File: config.mk
export PLATFORM = sky130hd
export DESIGN_NAME = spi_sr_engine
export DESIGN_NICKNAME = d
export VERILOG_FILES = /design/src/rtl/spi_sr_pkg.sv /design/src/rtl/spi_sr_sync.sv /design/src/rtl/spi_sr_byte_rx.sv /design/src/rtl/spi_sr_resp_tx.sv /design/src/rtl/spi_sr_core.sv /design/src/rtl/spi_sr_engine.sv
export SDC_FILE = /design/constraint.sdc
export NUM_CORES = 1
export LEC_CHECK = 0
export ABC_AREA = 1
export BUFFER_PORTS_ARGS = -buffer_cell sky130_fd_sc_hd__buf_2
export CORE_UTILIZATION = 45
export DETAILED_ROUTE_END_ITERATION = 8
export PLACE_DENSITY = 0.69
export SLEW_MARGIN = 10
export SYNTH_ARGS = -nofsm -noshare
export SYNTH_HDL_FRONTEND = slang
export SYNTH_SLANG_ARGS = --single-unit
File: constraint.sdc
create_clock -name clk -period 1.6 [get_ports clk]
set_input_delay 0.24 -clock clk [delete_from_list [all_inputs] [get_ports clk]]
set_output_delay 0.24 -clock clk [all_outputs]
set_load 0.01 [all_outputs]
File: src/rtl/spi_sr_pkg.sv
package spi_sr_pkg;
   localparam logic [7:0] OP_WRSR = 8'h01;
   localparam logic [7:0] OP_READ = 8'h03;
   localparam logic [7:0] OP_WRDI = 8'h04;
   localparam logic [7:0] OP_RDSR = 8'h05;
   localparam logic [7:0] OP_WREN = 8'h06;
   localparam logic [7:0] OP_EWSR = 8'h50;
   localparam logic [7:0] OP_AAIW = 8'hAD;

   localparam int SR_BUSY = 0;
   localparam int SR_WEL  = 1;
   localparam int SR_AINC = 6;

   localparam int AAI_MIN_BYTES = 6;

   function automatic logic ainc_allowed(input logic [7:0] op);
      return (op == OP_AAIW) || (op == OP_WRDI) || (op == OP_RDSR);
   endfunction

   function automatic logic keeps_wel(input logic [7:0] op);
      return (op == OP_WREN) || (op == OP_EWSR);
   endfunction
endpackage

File: src/rtl/spi_sr_sync.sv
module spi_sr_sync #(
   parameter int WIDTH = 3,
   parameter int STAGES = 2,
   parameter logic [WIDTH-1:0] RST_VAL = '0
) (
   input  logic             clk,
   input  logic             rst_n,
   input  logic [WIDTH-1:0] d_in,
   output logic [WIDTH-1:0] d_out
);
   generate
      if (STAGES == 0) begin : g_direct
         assign d_out = d_in;
      end else begin : g_chain
         logic [WIDTH-1:0] stage_q [STAGES];
         always_ff @(posedge clk or negedge rst_n) begin
            if (!rst_n) begin
               for (int i = 0; i < STAGES; i++) stage_q[i] <= RST_VAL;
            end else begin
               stage_q[0] <= d_in;
               for (int i = 1; i < STAGES; i++) stage_q[i] <= stage_q[i-1];
            end
         end
         assign d_out = stage_q[STAGES-1];
      end
   endgenerate
endmodule

File: src/rtl/spi_sr_byte_rx.sv
module spi_sr_byte_rx #(
   parameter int BYTE_CNT_W = 3
) (
   input  logic                  clk,
   input  logic                  rst_n,
   input  logic                  start,
   input  logic                  bit_stb,
   input  logic                  din,
   output logic [7:0]            opcode,
   output logic [7:0]            arg,
   output logic [BYTE_CNT_W-1:0] nbytes,
   output logic [2:0]            bitcnt
);
   localparam logic [BYTE_CNT_W-1:0] CNT_MAX = '1;

   logic [6:0] shreg_q;
   logic [7:0] full_byte;

   assign full_byte = {shreg_q, din};

   always_ff @(posedge clk or negedge rst_n) begin
      if (!rst_n) begin
         shreg_q <= '0;
         bitcnt  <= '0;
         nbytes  <= '0;
         opcode  <= '0;
         arg     <= '0;
      end else if (start) begin
         bitcnt <= '0;
         nbytes <= '0;
      end else if (bit_stb) begin
         shreg_q <= full_byte[6:0];
         bitcnt  <= bitcnt + 3'd1;
         if (bitcnt == 3'd7) begin
            if (nbytes == '0) opcode <= full_byte;
            if (nbytes == BYTE_CNT_W'(1)) arg <= full_byte;
            if (nbytes != CNT_MAX) nbytes <= nbytes + BYTE_CNT_W'(1);
         end
      end
   end
endmodule

File: src/rtl/spi_sr_resp_tx.sv
module spi_sr_resp_tx
   import spi_sr_pkg::*;
#(
   parameter int BYTE_CNT_W = 3,
   parameter logic [7:0] ARRAY_FILL = 8'hFF
) (
   input  logic                  clk,
   input  logic                  rst_n,
   input  logic                  start,
   input  logic                  shift_stb,
   input  logic [2:0]            bitcnt,
   input  logic [BYTE_CNT_W-1:0] nbytes,
   input  logic [7:0]            opcode,
   input  logic [7:0]            status,
   output logic                  dout
);
   localparam logic [BYTE_CNT_W-1:0] READ_HDR = BYTE_CNT_W'(4);

   logic [7:0] out_q;
   logic [7:0] resp;
   logic       boundary;

   assign boundary = (bitcnt == 3'd0) && (nbytes != '0);

   always_comb begin
      resp = 8'h00;
      if (opcode == OP_RDSR) resp = status;
      else if (opcode == OP_READ && nbytes >= READ_HDR) resp = ARRAY_FILL;
   end

   always_ff @(posedge clk or negedge rst_n) begin
      if (!rst_n) out_q <= '0;
      else if (start) out_q <= '0;
      else if (shift_stb) out_q <= boundary ? resp : {out_q[6:0], 1'b0};
   end

   assign dout = out_q[7];
endmodule

File: src/rtl/spi_sr_core.sv
module spi_sr_core
   import spi_sr_pkg::*;
#(
   parameter int BYTE_CNT_W = 3,
   parameter logic [7:0] INIT_STATUS = 8'h00
) (
   input  logic                  clk,
   input  logic                  rst_n,
   input  logic                  commit,
   input  logic                  start,
   input  logic [7:0]            opcode,
   input  logic [7:0]            arg,
   input  logic [BYTE_CNT_W-1:0] nbytes,
   output logic [7:0]            status,
   output logic                  err
);
   localparam logic [BYTE_CNT_W-1:0] AAI_MIN = BYTE_CNT_W'(AAI_MIN_BYTES);
   localparam logic [BYTE_CNT_W-1:0] WRSR_MIN = BYTE_CNT_W'(2);

   logic [7:0] nxt;
   logic       reject;
   logic       take;

   assign take = commit && (nbytes != '0);

   always_comb begin
      nxt    = status;
      reject = 1'b0;
      if (take) begin
         if (status[SR_AINC] && !ainc_allowed(opcode)) begin
            reject = 1'b1;
         end else begin
            case (opcode)
               OP_WREN, OP_EWSR: nxt[SR_WEL] = 1'b1;
               OP_WRSR: begin
                  if (status[SR_WEL] && nbytes >= WRSR_MIN) begin
                     nxt = arg;
                     nxt[SR_BUSY] = 1'b0;
                  end
               end
               OP_AAIW: begin
                  if (!status[SR_AINC]) begin
                     if (nbytes >= AAI_MIN) nxt[SR_AINC] = 1'b1;
                     else reject = 1'b1;
                  end
               end
               OP_WRDI: nxt[SR_AINC] = 1'b0;
               default: ;
            endcase
            if (reject) nxt = status;
            else if (!keeps_wel(opcode)) nxt[SR_WEL] = 1'b0;
         end
      end
   end

   always_ff @(posedge clk or negedge rst_n) begin
      if (!rst_n) begin
         status <= INIT_STATUS;
         err    <= 1'b0;
      end else begin
         status <= nxt;
         if (reject) err <= 1'b1;
         else if (start) err <= 1'b0;
      end
   end
endmodule

File: src/rtl/spi_sr_engine.sv
module spi_sr_engine #(
   parameter logic [7:0] INIT_STATUS = 8'h00,
   parameter logic [7:0] ARRAY_FILL = 8'hFF,
   parameter int SYNC_STAGES = 2,
   parameter int BYTE_CNT_W = 3
) (
   input  logic clk,
   input  logic rst_n,
   input  logic sck,
   input  logic cs_n,
   input  logic mosi,
   output logic miso,
   output logic err_flag
);
   generate
      if (SYNC_STAGES < 0 || SYNC_STAGES > 3) begin : g_bad_sync
         $error("SYNC_STAGES must lie in 0..3");
      end
      if (BYTE_CNT_W < 3) begin : g_bad_cnt
         $error("BYTE_CNT_W must count to at least 6 bytes");
      end
   endgenerate

   logic [2:0]            pins_s;
   logic                  sck_s, cs_s, mosi_s;
   logic                  sck_d, cs_d;
   logic                  sck_rise, sck_fall, cs_rise, cs_fall;
   logic [7:0]            opcode, arg, status_q;
   logic [BYTE_CNT_W-1:0] nbytes;
   logic [2:0]            bitcnt;
   logic                  tx_bit;

   spi_sr_sync #(.WIDTH(3), .STAGES(SYNC_STAGES), .RST_VAL(3'b010)) u_sync (
      .clk(clk), .rst_n(rst_n), .d_in({sck, cs_n, mosi}), .d_out(pins_s)
   );
   assign {sck_s, cs_s, mosi_s} = pins_s;

   always_ff @(posedge clk or negedge rst_n) begin
      if (!rst_n) begin
         sck_d <= 1'b0;
         cs_d  <= 1'b1;
      end else begin
         sck_d <= sck_s;
         cs_d  <= cs_s;
      end
   end

   assign sck_rise = sck_s && !sck_d && !cs_s;
   assign sck_fall = !sck_s && sck_d && !cs_s;
   assign cs_rise  = cs_s && !cs_d;
   assign cs_fall  = !cs_s && cs_d;

   spi_sr_byte_rx #(.BYTE_CNT_W(BYTE_CNT_W)) u_rx (
      .clk(clk), .rst_n(rst_n), .start(cs_fall), .bit_stb(sck_rise), .din(mosi_s),
      .opcode(opcode), .arg(arg), .nbytes(nbytes), .bitcnt(bitcnt)
   );

   spi_sr_core #(.BYTE_CNT_W(BYTE_CNT_W), .INIT_STATUS(INIT_STATUS)) u_core (
      .clk(clk), .rst_n(rst_n), .commit(cs_rise), .start(cs_fall), .opcode(opcode),
      .arg(arg), .nbytes(nbytes), .status(status_q), .err(err_flag)
   );

   spi_sr_resp_tx #(.BYTE_CNT_W(BYTE_CNT_W), .ARRAY_FILL(ARRAY_FILL)) u_tx (
      .clk(clk), .rst_n(rst_n), .start(cs_fall), .shift_stb(sck_fall), .bitcnt(bitcnt),
      .nbytes(nbytes), .opcode(opcode), .status(status_q), .dout(tx_bit)
   );

   assign miso = tx_bit && !cs_s;
endmodule

==> results.py <==
metrics = {
    "place": {
        "hpwl_um": 3310,
        "io_buffer_count": 6,
        "place_congestion": 0.822,
    },
    "cells_and_area": {
        "area_growth_pct": 13.6,
        "fin_util_pct": 52.8,
        "fillers": 510,
        "n_antenna_cell": 0,
        "drive_gt1_share_pct": 25.8,
        "final_nets": 318,
    },
    "floorplan": {
        "rows": 27,
        "die_width_um": 77.4,
        "die_height_um": 77.4,
        "io_pins": 7,
        "initial_core_util_pct": 46.5,
        "core-area_um2": 5510,
        "die-area_um2": 6000,
    },
    "worst_setup_path": {
        "crit_path_max_fanout": 5,
        "cp.arrival_ns": 1.72,
        "rrSetupSlack_ns": 0.08,
        "critical-path-max-stage-delay_ns": 0.37,
        "path_class": "reg2reg",
        "timing.rr.end": "u_core.status[3]$_DFFE_PN0P_",
        "critPathLaunchType": "flip-flop",
        "crit_slowest_cell": "dfrtp_1",
        "cp-end-kind": "flip-flop",
        "worstPathRequired_ns": 1.80,
        "r2r_cells": 10,
        "rr_startpoint": "u_rx.nbytes[0]$_DFFE_PN0P_",
        "crit_chain": "inv_2 > ha_4 > inv_4 > nor2_4 > nor3_4 > nand2_2 > nor2_4 > nand3_4 > nand2_2 > nand2_1",
    },
    "route": {
        "ant_nets": 0,
        "dr.pass1.iters": 4,
        "drt_iter0_markers": 79,
        "wl_um": 4520,
        "vias": 1843,
        "routedWlPerCell_um": 12.0,
        "drcViolationCount": 0,
        "drt-vias-per-instance": 4.88,
    },
    "synthesis": {
        "syn_area_um2": 2560,
        "synth_top_area_share_pct": 46.9,
        "synth_top_cell_by_area": "dfrtp_1",
        "seq_area_frac_synth_pct": 50.0,
        "synth.top_cells.by_area": "dfrtp_1 (47%), nand2_1 (9.8%), inv_1 (5.0%)",
        "synth_edf_count": 0,
        "postSynthCellCount": 282,
        "ys.flop_type": "dfrtp_1",
        "yosys-top-cells-count": "nand2_1 (67), dfrtp_1 (48), inv_1 (34), nor2_1 (26)",
        "synth-async-reset-ratio_pct": 100,
        "ys_ff_latch": 51,
        "yosysWarnings": 0,
        "syn_nets": 295,
        "yosysMostFrequentCell": "nand2_1",
        "synth_cell_type_count": 32,
        "syn_avg_cell_area_um2": 9.08,
    },
    "power": {
        "p_per_area_nw_per_um2": 965,
        "power_w": 0.00281,
        "leakagePower_nw": 1.37,
        "vdd_drop_max_v": 0.000535,
    },
    "timing": {
        "hold_violations": 0,
        "slew_viol_final": 0,
        "finClkSkew_ns": 0.00480,
        "slew_headroom_pct": 80.8,
        "rsz0062_at_grt": "yes",
        "setup_tns_ns": 0,
        "max_freq_mhz": 659,
        "finalCriticalPeriod_ns": 1.52,
        "finalCritPeriodShare_pct": 94.9,
        "setup_viol": 0,
        "worst_slew_pin_slew_ns": 0.287,
    },
    "clock_tree": {
        "cts_made_buffers": 5,
        "h-tree-depth": 2,
        "clock_latency_ns": 0.31,
        "cts.clk_slew.worst_paths_ns": 0.09,
        "cts_tree": "built",
        "clkSinkCount": 51,
        "root_buffer": "clkbuf_8",
        "clockBufferDepth": 2,
    },
    "global_route": {
        "grt_pass1_wl_um": 8090,
        "gr-usage-all-layers_pct": 17.4,
        "grt_max_degree": 52,
        "grt_pass1_vias": 1752,
        "antenna_found_initial": 0,
        "overflow": 0,
    },
    "hold_path": {
        "min_to": "u_sync.g_chain.stage_q[4]$_DFF_PN1_",
        "min_from": "cs_n",
        "hold_depth": 1,
        "hp-class": "in2reg",
    },
    "outcome": {
        "status": "complete, no violations",
    },
    "job": {
        "max_cap_viol_count": 0,
    },
}
-- final cells by class --
type | instances | area [um2] | area share [%]
Tap cell | 72 | 90.1 | 3.10
Timing Repair Buffer | 19 | 155 | 5.33
Inverter | 40 | 156 | 5.38
Multi-Input combinational cell | 188 | 1130 | 38.8
Clock buffer | 8 | 100 | 3.44
Sequential cell | 51 | 1280 | 44.0
-- metrics by stage --
step / hold slack [ns] / setup WS (ns) / instance area (um2) / cells
final: 0.0228 / 0.0822 / 2910 / 378
after global routing: 0.00773 / -0.0258 / 2910 / 378
after CTS: 0.0170 / 0.00179 / 2870 / 376
after detailed placement: 0.253 / 0.0116 / 2730 / 365
after global placement: 0.254 / 0.0360 / 2730 / 365
after floorplan: -0.0556 / 0.139 / 2560 / 282
-- power breakdown --
group	leakage (nW)	internal, W	switching [W]
Combinational	0.634	0.000214	0.000345
Clock	0.0515	0.000395	0.000411
Sequential	0.681	0.00138	0.0000630
-- worst max-delay path: cells and delay by family (launching register included) --
kind / cells / cell delay [ns]
and+or+nand+nor: 7 / 0.78
buffers and inverters: 2 / 0.11
DFF: 1 / 0.37
adders and majority gates: 1 / 0.16
-- registers in the layout (all words and copies together) (netlist names) --
signal / cells
sck_d: 1
u_tx.out_q: 8
u_sync.d_out: 3
u_rx.opcode: 8
u_rx.bitcnt: 3
u_core.status: 7
u_rx.arg: 6
u_sync.g_chain.stage_q: 3
u_rx.shreg_q: 7
u_rx.nbytes: 3
cs_d: 1
u_core.err: 1
-- layout by cell type (no fill, tap or decap), types with 4 or more instances in the layout --
cell and count:
inv_1 31, nand3_1 17, o21ai_0 17, o21ai_2 13
nand2_1 63, buf_2 6, ha_1 7, nor2_4 4
inv_2 6, dfrtp_1 48, nor2_1 26, buf_4 10
clkbuf_8 7, nand2_2 9, o21ai_1 10
-- worst max path at each step --
stage / from / endpoint / depth (start not counted)
finish: u_rx.nbytes[0]$_DFFE_PN0P_ / u_core.status[3]$_DFFE_PN0P_ / 10
global placement: u_rx.nbytes[0]$_DFFE_PN0P_ / u_tx.out_q[7]$_DFFE_PN0P_ / 8
CTS: u_rx.nbytes[0]$_DFFE_PN0P_ / u_core.status[3]$_DFFE_PN0P_ / 10
global route: u_rx.nbytes[0]$_DFFE_PN0P_ / u_core.status[7]$_DFFE_PN0P_ / 10
detailed placement: u_rx.nbytes[0]$_DFFE_PN0P_ / u_tx.out_q[7]$_DFFE_PN0P_ / 8
floorplan: u_rx.nbytes[1]$_DFFE_PN0P_ / u_core.status[2]$_DFFE_PN0P_ / 10
-- timing repair --
item                                    CTS  global route
endpoints found under the setup margin    2            12
gates resized for setup                   1            10
hold buffers                              1             0
setup buffers                             2             2
pin swaps                                 2            13
hold endpoints to repair                 48             0
-- logic make-up after synthesis --
family | Yosys count | share of synthesized area [%]
AND/OR/NAND/NOR | 135 | 27.7
flip-flops | 51 | 50.0
AO/OA/AOI/OAI | 45 | 11.3
buffers and inverters | 43 | 7.08
adder cells (fa/ha/maj) | 8 | 3.91
-- metal layers --
layer | track usage (%) | up-vias | part of all wire [%]
li1 | - | 946 | -
met1 | 23.8 | 881 | 49
met2 | 26.2 | 11 | 47
met3 | 4.00 | 5 | 2.1
met4 | 7.55 | 0 | 1.7
met5 | 0 | - | 0
No activity file was read; power rests on OpenSTA's default activity.
